[src/rtl/vtag_pkg.sv]
`timescale 1ns/1ps
// Shared types for the 802.1Q tag stripper/inserter.
// Assumes byte-wide streams; the tag control word layout is fixed by 802.1Q.
package vtag_pkg;
    localparam int BYTE_W = 8;
    localparam int TAG_BYTES = 4;

    typedef struct packed {
        logic [2:0]  pcp;
        logic        cfi;
        logic [11:0] vid;
    } tci_t;

    typedef enum logic [2:0] {
        RX_HEAD,
        RX_GRAB,
        RX_FLUSH,
        RX_TCI,
        RX_BODY
    } rx_state_e;

    typedef enum logic [1:0] {
        TX_HEAD,
        TX_TAG,
        TX_BODY
    } tx_state_e;
endpackage

[src/rtl/vtag_len_count.sv]
`timescale 1ns/1ps
// Saturating per-frame byte counter.
// Counts one per step; a step flagged as clear restarts from zero.
// next_cnt is the count including the byte being stepped now.
module vtag_len_count #(
    parameter int LEN_W = 16
) (
    input  logic             clk,
    input  logic             rst_n,
    input  logic             step,
    input  logic             clear,
    output logic [LEN_W-1:0] next_cnt
);
    localparam logic [LEN_W-1:0] CNT_MAX = '1;

    logic [LEN_W-1:0] cnt;

    // saturating increment of the running count
    assign next_cnt = (cnt == CNT_MAX) ? CNT_MAX : cnt + 1'b1;

    // hold the count of bytes already stepped in this frame
    always_ff @(posedge clk) begin
        if (!rst_n)
            cnt <= '0;
        else if (step)
            cnt <= clear ? '0 : next_cnt;
    end
endmodule

[src/rtl/vtag_rx_strip.sv]
`timescale 1ns/1ps
// Receive tag stripper.
// Passes the address bytes straight through, then holds the next two bytes.
// If they match the tag identifier, it swallows them and the two control
// bytes; otherwise it replays them. Reports tag fields and emitted length
// alongside the last output byte.
// Assumes upstream holds a valid byte until accepted and that a tagged
// frame carries at least one byte after the tag.
module vtag_rx_strip
    import vtag_pkg::*;
#(
    parameter int          HDR_BYTES = 12,
    parameter int          LEN_W     = 16,
    parameter logic [15:0] TPID      = 16'h8100
) (
    input  logic              clk,
    input  logic              rst_n,
    input  logic [BYTE_W-1:0] s_data,
    input  logic              s_valid,
    input  logic              s_last,
    output logic              s_ready,
    output logic [BYTE_W-1:0] m_data,
    output logic              m_valid,
    output logic              m_last,
    input  logic              m_ready,
    output logic              info_tagged,
    output tci_t              info_tci,
    output logic [LEN_W-1:0]  info_len
);
    localparam int POS_W = $clog2(HDR_BYTES + 1);
    localparam logic [POS_W-1:0] POS_END = POS_W'(HDR_BYTES - 1);

    rx_state_e         st;
    logic [POS_W-1:0]  pos;
    logic              sub;
    logic [BYTE_W-1:0] hold0, hold1, tci_hi;
    logic              flush_idx, flush_end, flush_last;
    logic              cur_tag, pub_tag;
    tci_t              cur_tci, pub_tci;
    logic [LEN_W-1:0]  pub_len, live_len;
    logic              in_hs, out_hs, frame_end, show_live;

    assign in_hs     = s_valid && s_ready;
    assign out_hs    = m_valid && m_ready;
    assign frame_end = out_hs && m_last;
    assign show_live = m_valid && m_last;

    // steer the streams according to the current phase of the frame
    always_comb begin
        s_ready = 1'b0;
        m_valid = 1'b0;
        m_data  = s_data;
        m_last  = s_last;
        unique case (st)
            RX_HEAD, RX_BODY: begin
                s_ready = m_ready;
                m_valid = s_valid;
            end
            RX_GRAB, RX_TCI: s_ready = 1'b1;
            RX_FLUSH: begin
                m_valid = 1'b1;
                m_data  = flush_idx ? hold1 : hold0;
                m_last  = flush_last && (flush_idx == flush_end);
            end
            default: ;
        endcase
    end

    // frame phase sequencing and holding of the candidate tag bytes
    always_ff @(posedge clk) begin
        if (!rst_n) begin
            st         <= RX_HEAD;
            pos        <= '0;
            sub        <= 1'b0;
            hold0      <= '0;
            hold1      <= '0;
            tci_hi     <= '0;
            flush_idx  <= 1'b0;
            flush_end  <= 1'b0;
            flush_last <= 1'b0;
        end else begin
            unique case (st)
                RX_HEAD: if (in_hs) begin
                    if (s_last)
                        pos <= '0;
                    else if (pos == POS_END) begin
                        pos <= '0;
                        sub <= 1'b0;
                        st  <= RX_GRAB;
                    end else
                        pos <= pos + 1'b1;
                end
                RX_GRAB: if (s_valid) begin
                    if (!sub) begin
                        hold0 <= s_data;
                        if (s_last) begin
                            flush_idx  <= 1'b0;
                            flush_end  <= 1'b0;
                            flush_last <= 1'b1;
                            st         <= RX_FLUSH;
                        end else
                            sub <= 1'b1;
                    end else begin
                        hold1 <= s_data;
                        sub   <= 1'b0;
                        if (hold0 == TPID[15:8] && s_data == TPID[7:0] && !s_last)
                            st <= RX_TCI;
                        else begin
                            flush_idx  <= 1'b0;
                            flush_end  <= 1'b1;
                            flush_last <= s_last;
                            st         <= RX_FLUSH;
                        end
                    end
                end
                RX_FLUSH: if (m_ready) begin
                    if (flush_idx == flush_end)
                        st <= flush_last ? RX_HEAD : RX_BODY;
                    else
                        flush_idx <= 1'b1;
                end
                RX_TCI: if (s_valid) begin
                    if (!sub) begin
                        tci_hi <= s_data;
                        sub    <= 1'b1;
                    end else begin
                        sub <= 1'b0;
                        st  <= RX_BODY;
                    end
                end
                RX_BODY: if (frame_end) st <= RX_HEAD;
                default: st <= RX_HEAD;
            endcase
        end
    end

    // capture the tag fields of the frame in flight
    always_ff @(posedge clk) begin
        if (!rst_n) begin
            cur_tag <= 1'b0;
            cur_tci <= '0;
        end else if (frame_end) begin
            cur_tag <= 1'b0;
            cur_tci <= '0;
        end else if (st == RX_TCI && s_valid && sub) begin
            cur_tag <= 1'b1;
            cur_tci <= tci_t'({tci_hi, s_data});
        end
    end

    // count emitted bytes of the frame
    vtag_len_count #(.LEN_W(LEN_W)) u_len (
        .clk      (clk),
        .rst_n    (rst_n),
        .step     (out_hs),
        .clear    (frame_end),
        .next_cnt (live_len)
    );

    // publish the finished frame's report
    always_ff @(posedge clk) begin
        if (!rst_n) begin
            pub_tag <= 1'b0;
            pub_tci <= '0;
            pub_len <= '0;
        end else if (frame_end) begin
            pub_tag <= cur_tag;
            pub_tci <= cur_tci;
            pub_len <= live_len;
        end
    end

    assign info_tagged = show_live ? cur_tag  : pub_tag;
    assign info_tci    = show_live ? cur_tci  : pub_tci;
    assign info_len    = show_live ? live_len : pub_len;


    rx_hold_chk: assert property (@(posedge clk) disable iff (!rst_n)
        (m_valid && !m_ready) |=> (m_valid && $stable(m_data) && $stable(m_last)));


    rx_untag_zero_chk: assert property (@(posedge clk) disable iff (!rst_n)
        !info_tagged |-> (info_tci == '0));


    rx_info_hold_chk: assert property (@(posedge clk) disable iff (!rst_n)
        frame_end |=> ((m_valid && m_last) ||
                       (info_len == $past(info_len) && info_tagged == $past(info_tagged))));
endmodule

[src/rtl/vtag_tx_insert.sv]
`timescale 1ns/1ps
// Transmit tag inserter.
// Takes the per-frame sideband on the first byte, passes the address bytes,
// then, if enabled, emits the four tag bytes while holding upstream off.
// Reports the tag flag and adjusted length alongside the last output byte.
// Assumes upstream holds a valid byte until accepted; a frame that ends
// within the address bytes leaves untagged.
module vtag_tx_insert
    import vtag_pkg::*;
#(
    parameter int          HDR_BYTES = 12,
    parameter int          LEN_W     = 16,
    parameter logic [15:0] TPID      = 16'h8100
) (
    input  logic              clk,
    input  logic              rst_n,
    input  logic [BYTE_W-1:0] s_data,
    input  logic              s_valid,
    input  logic              s_last,
    output logic              s_ready,
    input  logic              sb_ins,
    input  tci_t              sb_tci,
    input  logic [LEN_W-1:0]  sb_len,
    output logic [BYTE_W-1:0] m_data,
    output logic              m_valid,
    output logic              m_last,
    input  logic              m_ready,
    output logic              info_tagged,
    output logic [LEN_W-1:0]  info_len
);
    localparam int POS_W = $clog2(HDR_BYTES + 1);
    localparam logic [POS_W-1:0] POS_END = POS_W'(HDR_BYTES - 1);
    localparam logic [LEN_W-1:0] TAG_LEN = LEN_W'(TAG_BYTES);

    tx_state_e        st;
    logic [POS_W-1:0] pos;
    logic [1:0]       tag_idx;
    logic             lat_ins, eff_ins, first_byte;
    tci_t             lat_tci, eff_tci;
    logic [LEN_W-1:0] lat_len, eff_len, pub_len, live_len;
    logic             cur_tag, pub_tag;
    logic             in_hs, out_hs, frame_end, show_live, start_tag;
    logic [15:0]      tci_word;
    logic [BYTE_W-1:0] tag_byte;

    assign in_hs      = s_valid && s_ready;
    assign out_hs     = m_valid && m_ready;
    assign frame_end  = out_hs && m_last;
    assign show_live  = m_valid && m_last;
    assign first_byte = (st == TX_HEAD) && (pos == '0);

    // use the live sideband on the first byte, the latched copy afterwards
    always_comb begin
        eff_ins = first_byte ? sb_ins : lat_ins;
        eff_tci = first_byte ? sb_tci : lat_tci;
        eff_len = first_byte ? sb_len : lat_len;
    end

    assign start_tag = (st == TX_HEAD) && in_hs && (pos == POS_END) && !s_last && eff_ins;
    assign tci_word  = eff_tci;

    // pick the tag byte for the current slot
    always_comb begin
        unique case (tag_idx)
            2'd0:    tag_byte = TPID[15:8];
            2'd1:    tag_byte = TPID[7:0];
            2'd2:    tag_byte = tci_word[15:8];
            default: tag_byte = tci_word[7:0];
        endcase
    end

    // steer the streams according to the current phase of the frame
    always_comb begin
        s_ready = m_ready;
        m_valid = s_valid;
        m_data  = s_data;
        m_last  = s_last;
        if (st == TX_TAG) begin
            s_ready = 1'b0;
            m_valid = 1'b1;
            m_data  = tag_byte;
            m_last  = 1'b0;
        end
    end

    // frame phase sequencing
    always_ff @(posedge clk) begin
        if (!rst_n) begin
            st      <= TX_HEAD;
            pos     <= '0;
            tag_idx <= '0;
        end else begin
            unique case (st)
                TX_HEAD: if (in_hs) begin
                    if (s_last)
                        pos <= '0;
                    else if (pos == POS_END) begin
                        pos     <= '0;
                        tag_idx <= '0;
                        st      <= eff_ins ? TX_TAG : TX_BODY;
                    end else
                        pos <= pos + 1'b1;
                end
                TX_TAG: if (m_ready) begin
                    if (tag_idx == 2'(TAG_BYTES - 1))
                        st <= TX_BODY;
                    else
                        tag_idx <= tag_idx + 1'b1;
                end
                TX_BODY: if (frame_end) st <= TX_HEAD;
                default: st <= TX_HEAD;
            endcase
        end
    end

    // latch the sideband on the first accepted byte
    always_ff @(posedge clk) begin
        if (!rst_n) begin
            lat_ins <= 1'b0;
            lat_tci <= '0;
            lat_len <= '0;
        end else if (first_byte && in_hs) begin
            lat_ins <= sb_ins;
            lat_tci <= sb_tci;
            lat_len <= sb_len;
        end
    end

    // remember whether this frame received a tag
    always_ff @(posedge clk) begin
        if (!rst_n)
            cur_tag <= 1'b0;
        else if (frame_end)
            cur_tag <= 1'b0;
        else if (start_tag)
            cur_tag <= 1'b1;
    end

    assign live_len = eff_len + (cur_tag ? TAG_LEN : '0);

    // publish the finished frame's report
    always_ff @(posedge clk) begin
        if (!rst_n) begin
            pub_tag <= 1'b0;
            pub_len <= '0;
        end else if (frame_end) begin
            pub_tag <= cur_tag;
            pub_len <= live_len;
        end
    end

    assign info_tagged = show_live ? cur_tag  : pub_tag;
    assign info_len    = show_live ? live_len : pub_len;


    tx_hold_chk: assert property (@(posedge clk) disable iff (!rst_n)
        (m_valid && !m_ready) |=> (m_valid && $stable(m_data) && $stable(m_last)));


    tx_tag_lead_chk: assert property (@(posedge clk) disable iff (!rst_n)
        start_tag |=> (m_valid && m_data == TPID[15:8] && !m_last));


    tx_stall_chk: assert property (@(posedge clk) disable iff (!rst_n)
        start_tag |=> !s_ready);
endmodule

[src/rtl/vlan_tag_unit.sv]
`timescale 1ns/1ps
// 802.1Q tag handling for a byte-wide Ethernet path.
// Receive side strips a tag after the address bytes and reports its fields;
// transmit side inserts a tag on request per frame. The two directions are
// independent and share only clock and reset.
module vlan_tag_unit
    import vtag_pkg::*;
#(
    parameter int          HDR_BYTES = 12,
    parameter int          LEN_W     = 16,
    parameter logic [15:0] TPID      = 16'h8100
) (
    input  logic             clk,
    input  logic             rst_n,
    input  logic [7:0]       rx_in_data,
    input  logic             rx_in_valid,
    input  logic             rx_in_last,
    output logic             rx_in_ready,
    output logic [7:0]       rx_out_data,
    output logic             rx_out_valid,
    output logic             rx_out_last,
    input  logic             rx_out_ready,
    output logic             rx_tagged,
    output logic [2:0]       rx_pcp,
    output logic             rx_cfi,
    output logic [11:0]      rx_vid,
    output logic [LEN_W-1:0] rx_len,
    input  logic [7:0]       tx_in_data,
    input  logic             tx_in_valid,
    input  logic             tx_in_last,
    output logic             tx_in_ready,
    input  logic             tx_ins_en,
    input  logic [2:0]       tx_pcp,
    input  logic             tx_cfi,
    input  logic [11:0]      tx_vid,
    input  logic [LEN_W-1:0] tx_len_in,
    output logic [7:0]       tx_out_data,
    output logic             tx_out_valid,
    output logic             tx_out_last,
    input  logic             tx_out_ready,
    output logic             tx_tagged,
    output logic [LEN_W-1:0] tx_len_out
);
    tci_t rx_tci, tx_tci;

    // gather the transmit tag fields into one control word
    always_comb begin
        tx_tci.pcp = tx_pcp;
        tx_tci.cfi = tx_cfi;
        tx_tci.vid = tx_vid;
    end

    assign rx_pcp = rx_tci.pcp;
    assign rx_cfi = rx_tci.cfi;
    assign rx_vid = rx_tci.vid;

    vtag_rx_strip #(.HDR_BYTES(HDR_BYTES), .LEN_W(LEN_W), .TPID(TPID)) u_rx (
        .clk         (clk),
        .rst_n       (rst_n),
        .s_data      (rx_in_data),
        .s_valid     (rx_in_valid),
        .s_last      (rx_in_last),
        .s_ready     (rx_in_ready),
        .m_data      (rx_out_data),
        .m_valid     (rx_out_valid),
        .m_last      (rx_out_last),
        .m_ready     (rx_out_ready),
        .info_tagged (rx_tagged),
        .info_tci    (rx_tci),
        .info_len    (rx_len)
    );

    vtag_tx_insert #(.HDR_BYTES(HDR_BYTES), .LEN_W(LEN_W), .TPID(TPID)) u_tx (
        .clk         (clk),
        .rst_n       (rst_n),
        .s_data      (tx_in_data),
        .s_valid     (tx_in_valid),
        .s_last      (tx_in_last),
        .s_ready     (tx_in_ready),
        .sb_ins      (tx_ins_en),
        .sb_tci      (tx_tci),
        .sb_len      (tx_len_in),
        .m_data      (tx_out_data),
        .m_valid     (tx_out_valid),
        .m_last      (tx_out_last),
        .m_ready     (tx_out_ready),
        .info_tagged (tx_tagged),
        .info_len    (tx_len_out)
    );


    idle_after_reset_chk: assert property (@(posedge clk)
        !rst_n |=> (!rx_out_valid && !tx_out_valid && rx_len == '0 && tx_len_out == '0));
endmodule

[config.mk]
export PLATFORM = sky130hd
export DESIGN_NAME = vlan_tag_unit
export DESIGN_NICKNAME = d
export VERILOG_FILES = /design/src/rtl/vtag_pkg.sv /design/src/rtl/vtag_len_count.sv /design/src/rtl/vtag_rx_strip.sv /design/src/rtl/vtag_tx_insert.sv /design/src/rtl/vlan_tag_unit.sv
export SDC_FILE = /design/constraint.sdc
export NUM_CORES = 1
export LEC_CHECK = 0
export ABC_AREA = 1
export BUFFER_PORTS_ARGS = -buffer_cell sky130_fd_sc_hd__buf_2
export CAP_MARGIN = 20
export CORE_AREA = 3 3 132 134
export DETAILED_ROUTE_END_ITERATION = 8
export DIE_AREA = 0 0 135 137
export GPL_ROUTABILITY_DRIVEN = 1
export PLACE_DENSITY = 0.74
export SYNTH_ARGS = -nofsm -noshare
export SYNTH_HDL_FRONTEND = slang
export SYNTH_SLANG_ARGS = --single-unit
[constraint.sdc]
create_clock -name clk -period 2.2 [get_ports clk]
set_input_delay 0.33 -clock clk [delete_from_list [all_inputs] [get_ports clk]]
set_output_delay 0.33 -clock clk [all_outputs]
set_load 0.02 [all_outputs]
==> results.yml, run 1 <==
setup_path:
  reg2reg_to: "u_rx.u_len.cnt[13]"
  critPathMaxStageDelay_ps: 320
  cp-start-kind: "flip-flop"
  rrSetupSlack_ps: 80
  crit_path_max_fanout: 4
  critPathTopFamily: "simple AND/OR/NAND/NOR gates"
  timing.critical_path.buf_inv: 3
  worst-path-stages: 14
  cp.required_ps: 1870
  r2r-start: "u_rx.u_len.cnt[1]"
  crit_end: "tx_len_out[6]"
  cp.arrival_ps: 2260
  r2r_cells: 14
  crit_type: "flip-flop to output port"
  startpoint: "u_tx.pos[1]"
  cpMostUsedCell: "ha_4"
  crit_slowest_cell: "dfxtp_2"
  worstPathCellList: "inv_2 > ha_4 > nand2_4 > nor2_4 > nand2_2 > nand2_2 > ha_4 > ha_4 > nand2_4 > nor2_4 > buf_4 > xnor2_2 > o21ai_2 > buf_6"
  worst_setup_path_end_kind: "output port"
floorplan:
  coreArea_sq_um: 16400
  fp.dieW_um: 135
  die_height_um: 137
  rows: 47
  ios: 129
  floorplan.initialDensity: 0.497
  die-area_sq_um: 18500
drt:
  drc: 0
  drt_first_pass_iters: 5
  post_drt_wl_per_cell_um: 15.2
  totalWireLength_um: 24700
  avgViaCountPerCell: 5.39
  drtIter0Drc: 667
  drtAntennaViolNets: 0
  num_vias: 8760
timing:
  layout_min_cycle_time_ps: 2590
  fin_ws_ps: -394
  hold_ws_ps: 157
  fmax_mhz: 386
  tns_ps: -9500
  worst_pin_slew_ps: 614
  hold_violations: 0
  final.period_utilization: 1.18
  setup_viol: 36
  drv_slew: 0
  rsz0062_at_grt: "yes"
  slew_headroom: 0.590
  skew_ps: 10.3
final_layout:
  nets: 1458
  seq_area_sq_um: 3220
  area_growth_pct: 39.4
  final_util: 0.694
  fin_cells: 1626
  layout-drive-gt1-share: 0.321
  nFillCells: 1242
  multi_input_area_sq_um: 4800
yosys:
  synthCells: 1185
  netlist_area_sq_um: 8160
  synth_edf_count: 0
  synth.net_count: 1251
  ys_warn_count: 0
  ys_ff_latch: 160
  yosysSeqAreaShare: 0.392
  yosys.area.top_type: "dfxtp_1"
  avgSynthCellArea_sq_um: 6.89
  async_reset_ff_frac: 0
  synth_flop_cell: "dfxtp_1"
  synthTopCellsByArea: "dfxtp_1, nand2_1, o21ai_0"
  synth_cell_type_count: 42
  synth_top_area_share: 0.392
clock_tree:
  clk_pin_slew_ps: 60
  numClockSinks: 160
  cts-buffers-inserted: 17
  cts_tree: "built"
  clockRootBuffer: "clkbuf_16"
  clk_latency_ps: 430
  cts_max_level: 4
  cts_buffer_depth: 2
run:
  drv_cap: 0
status:
  violations: "negative setup slack"
  status: "finished, violations left"
grt:
  grt_use_met3: 0.0610
  met2_usage: 0.419
  top_usage_layer: "met2"
  track_usage: 0.244
  grtUsageMet1: 0.297
  grt_pass1_vias: 7883
  grt_max_degree: 44
  grt_first_pass_wirelength_um: 36900
  grt-ovfl-total: 0
  antenna_found_initial: 1
place:
  post-place-ws_ps: -43.7
  dp_hpwl_um: 15000
  gp_congestion: 0.909
  dp_cells: 1540
  portBuffers: 128
power:
  power_density_nw_per_um2: 756
  ir_drop_mv: 0.608
  leakage_nw: 4.87
hold_path:
  hold_path.class: "primary input to flip-flop"
  whs_path_depth: 3
-- state kept, by name, indices dropped and copies added, names as in the netlist, 2 cells and up --
| name | flops |
|---|---|
| u_rx.cur_tci | 16 |
| u_rx.pub_len | 16 |
| u_tx.st | 2 |
| u_rx.u_len.cnt | 16 |
| u_rx.pos | 4 |
| u_tx.lat_len | 16 |
| u_rx.st | 3 |
| u_tx.tag_idx | 2 |
| u_rx.hold0 | 8 |
| u_tx.pos | 4 |
| u_tx.pub_len | 16 |
| u_rx.tci_hi | 8 |
| u_tx.lat_tci | 16 |
| u_rx.hold1 | 8 |
| u_rx.pub_tci | 16 |
-- repair_timing --
action                                  CTS  global route
buffers inserted                         40            18
endpoints found under the setup margin   58            59
cloned                                    2             1
pin swaps                                41            32
resized for setup                       190           109
hold buffers                              0             0
-- per-stage QoR --
stage	instance area [sq um]	total power [mW]
4_1_cts	10900	8.45
3_5_place_dp	9380	4.92
2_1_floorplan	8270	4.40
5_1_grt	11400	8.99
6_report	11400	8.60
3_3_place_gp	9380	4.90
-- synthesized netlist by cell type (2+ instances only) --
library cell and number:
nand4_1 33, nand3b_1 5, o22ai_1 3, o211ai_1 9, ha_1 9, nor2_1 70
nand3_1 57, or2_2 3, nand2_2 9, buf_4 6, xor2_1 4, buf_6 4
nor2_4 11, a21oi_1 92, inv_2 10, inv_1 118, xnor2_1 6, o21ai_0 154
buf_2 17, nand2_4 9, nand3_4 2, nor2_2 4, o21ai_1 25, nor3b_1 2
a211oi_1 4, dfxtp_1 160, clkbuf_1 28, nand2_1 306, nand3_2 4, nor3_1 9
-- cell usage in the layout, fill, tap and decap left out, types with 15 or more instances in the layout --
master and count:
a21oi_1 92, buf_2 80, buf_4 108, buf_6 49, clkbuf_16 18, dfxtp_1 147
inv_1 113, nand2_1 275, nand2_2 34, nand2_4 15, nand3_1 44, nand4_1 33
nor2_1 62, nor2_4 17, o21ai_0 100, o21ai_1 44, o21ai_2 26
-- cells by family after synthesis --
logic type | synth area share
compound gates | 0.183
xor+xnor | 0.0107
fa+ha+maj | 0.0138
buf+inv | 0.0955
flops | 0.392
simple gates | 0.304
-- worst min path at each step --
stage / from / end
floorplan: u_tx.lat_ins / u_tx.lat_ins
global placement: u_tx.lat_len[0] / u_tx.lat_len[0]
detailed placement: u_tx.lat_len[1] / u_tx.lat_len[1]
CTS: tx_pcp[1] / u_tx.lat_tci[14]
global route: tx_pcp[0] / u_tx.lat_tci[13]
finish: tx_vid[2] / u_tx.lat_tci[2]
-- routing by layer --
metal | vias up | part of all wire
met5 | - | 0
met4 | 0 | 0.028
met3 | 64 | 0.072
met2 | 339 | 0.49
met1 | 4056 | 0.41
li1 | 4301 | -
-- power breakdown --
group	total (mW)	switching, mW	internal (mW)	leakage, nW
clock network	3.22	1.22	2.00	0.306
logic	2.25	1.43	0.826	3.26
registers	3.13	0.0941	3.03	1.30
total	8.60	2.74	5.86	4.87
-- worst min-delay path: stages --
cell and delay (ps):
buf_2 90, nand2_1 50, a21oi_1 50
-- cell type report --
cell class	count	share of cell area
repair buffers	244	0.168
clock buffers	21	0.0413
inverters	130	0.0455
well taps	220	0.0242
diodes	1	0.000220
flip-flops and latches	160	0.283
clock inverters	11	0.0156
multi-input cells	839	0.422
Note: power is estimated with default switching activity, not from simulation.
==> run 2, diff against run 1 <==
CORE_AREA = 3 3 139 141   (was 3 3 132 134)
DIE_AREA = 0 0 142 144   (was 0 0 135 137)
PLACE_DENSITY = 0.68   (was 0.74)
==> run 2 against run 1 <==
The run still ends with negative setup slack left. Sequential cell count stayed put. Power down 3.0%. Clock-buffer cell count fell by 3. Utilization shrank 6.4 points.
==> results.yml, run 2 (synthesized netlist as in run 1, its figures left out) <==
setup_path:
  r2r_cells: 12
  crit_slowest_cell: "dfxtp_2"
  worstPathCellList: "inv_2 > ha_4 > nand2_4 > nor2_4 > nand2_2 > nand2_2 > ha_4 > ha_4 > nand2_4 > nor2_4 > nand3_1 > nand2_1 > nand3_2 > nand2_2 > buf_6"
  cp.required_ps: 1870
  cp.arrival_ps: 2250
  critPathTopFamily: "simple AND/OR/NAND/NOR gates"
  reg2reg_to: "u_tx.pub_len[8]"
  crit_path_max_fanout: 4
  cp-start-kind: "flip-flop"
  critPathMaxStageDelay_ps: 320
  rrSetupSlack_ps: 150
  worst_setup_path_end_kind: "output port"
  crit_type: "flip-flop to output port"
  timing.critical_path.buf_inv: 2
  r2r-start: "u_tx.st[1]"
timing:
  hold_ws_ps: 150
  setup_viol: 34
  skew_ps: 12.8
  worst_pin_slew_ps: 620
  fin_ws_ps: -383
  fmax_mhz: 387
  hold_violations: 0
  final.period_utilization: 1.17
  drv_slew: 0
  slew_headroom: 0.586
  layout_min_cycle_time_ps: 2580
  rsz0062_at_grt: "yes"
final_layout:
  area_growth_pct: 39.6
  fin_area_sq_um: 11400
  layout_commonest_cell: "nand2_1"
  nets: 1459
  fin_cells: 1635
  layout_common_cells: "nand2_1, dfxtp_1, buf_4, inv_1, o21ai_0"
  diodes: 0
  layout-drive-gt1-share: 0.329
hold_path:
  hold_path_startpoint: "tx_vid[10]"
  whs_path_depth: 3
  hold_path.class: "primary input to flip-flop"
  min_to: "u_tx.lat_tci[10]"
place:
  post-place-ws_ps: -7.02
  portBuffers: 128
  placed_cell_area_sq_um: 9390
  dp_hpwl_um: 15100
  dp_cells: 1548
  gp_congestion: 0.859
clock_tree:
  clk_latency_ps: 430
  cts_buffer_depth: 2
  cts_max_level: 4
  clk_pin_slew_ps: 70
  clockRootBuffer: "clkbuf_16"
  cts_tree: "built"
  cts_hold_buf: 0
  numClockSinks: 160
  cts-buffers-inserted: 17
status:
  status: "finished, violations left"
  violations: "negative setup slack"
drt:
  drt_first_pass_iters: 5
  drtIter0Drc: 601
  avgViaCountPerCell: 5.25
  num_vias: 8583
  post_drt_wl_per_cell_um: 14.6
  drtAntennaViolNets: 0
  drc: 0
  totalWireLength_um: 23800
grt:
  grt_max_degree: 38
  antenna_found_initial: 1
  grt_pass1_vias: 7730
  grt_first_pass_wirelength_um: 36600
  track_usage: 0.218
  grt-ovfl-total: 0
floorplan:
  fp.dieW_um: 142
  ios: 129
  die-area_sq_um: 20400
  coreArea_sq_um: 18100
  rows: 49
  floorplan.initialDensity: 0.451
  die_height_um: 144
power:
  leakage_nw: 4.85
  ir_drop_mv: 0.555
  power_mw: 8.34
  power_density_nw_per_um2: 732
run:
  drv_cap: 0
[run 2: cell count changes in the layout (fill, tap and decap cells not counted), moves of 3 or more]
cell,before,now
nand2_1,275,272
buf_4,108,113
nand3_2,9,14
nand3_1,44,38
inv_6,2,6
o21ai_1,44,41
bufinv_16,4,1
buf_2,80,76
[run 2: power breakdown]
group	internal (mW)	total (mW)	switching, mW
combinational	0.847	2.28	1.43
sequential	3.03	3.12	0.0899
clock	1.63	2.95	1.32
total	5.51	8.34	2.84
[run 2: metal layers]
metal | up-vias | GRT usage | routed length, um
met4 | 2 | 0.0727 | 473
li1 | 4304 | - | -
met5 | - | 0 | 8
met2 | 229 | 0.370 | 11500
met3 | 39 | 0.0440 | 1240
met1 | 4009 | 0.280 | 10500
[run 2: stage by stage]
step | utilization | setup TNS [ps]
detailed placement | 0.519 | -7.02
floorplan | - | -401
CTS | 0.592 | -8680
global route | 0.630 | -13490
finish | 0.630 | -8540
global placement | 0.519 | 0
[run 2: worst max path at each step]
stage	start	to	slack [ps]	cells past startpoint
after floorplan	u_tx.pos[1]	tx_len_out[8]	-140	16
after global placement	u_tx.pos[1]	tx_len_out[8]	6	15
after detailed placement	u_tx.pos[1]	tx_len_out[8]	-7	15
after CTS	u_tx.pos[0]	tx_len_out[8]	-370	15
after global routing	u_tx.pos[1]	tx_len_out[15]	-570	15
final	u_tx.pos[1]	tx_len_out[12]	-380	15
[run 2: worst reg2reg max path: stages (launching register included)]
cell	delay, ps
dfxtp_2	330
buf_4	140
inv_1	70
nand2_1	90
buf_6	140
buf_4	160
nand3_1	170
inv_1	90
nand2_1	100
nand2_1	70
inv_1	340
nand2_1	170
o21ai_1	130
[run 2: final cells by class]
type	count	area (sq um)
fillers	1519	6690
inverters	130	513
multi-input cells	838	4860
repair buffers	246	1930
clock inverters	14	149
flip-flops and latches	160	3220
clock buffers	18	439
well taps	229	287
[run 2: what timing repair did]
item,in CTS,in global routing
cloned,1,2
resized for setup,179,135
setup endpoints to repair,58,58
setup buffers,27,26
pin swaps,43,42
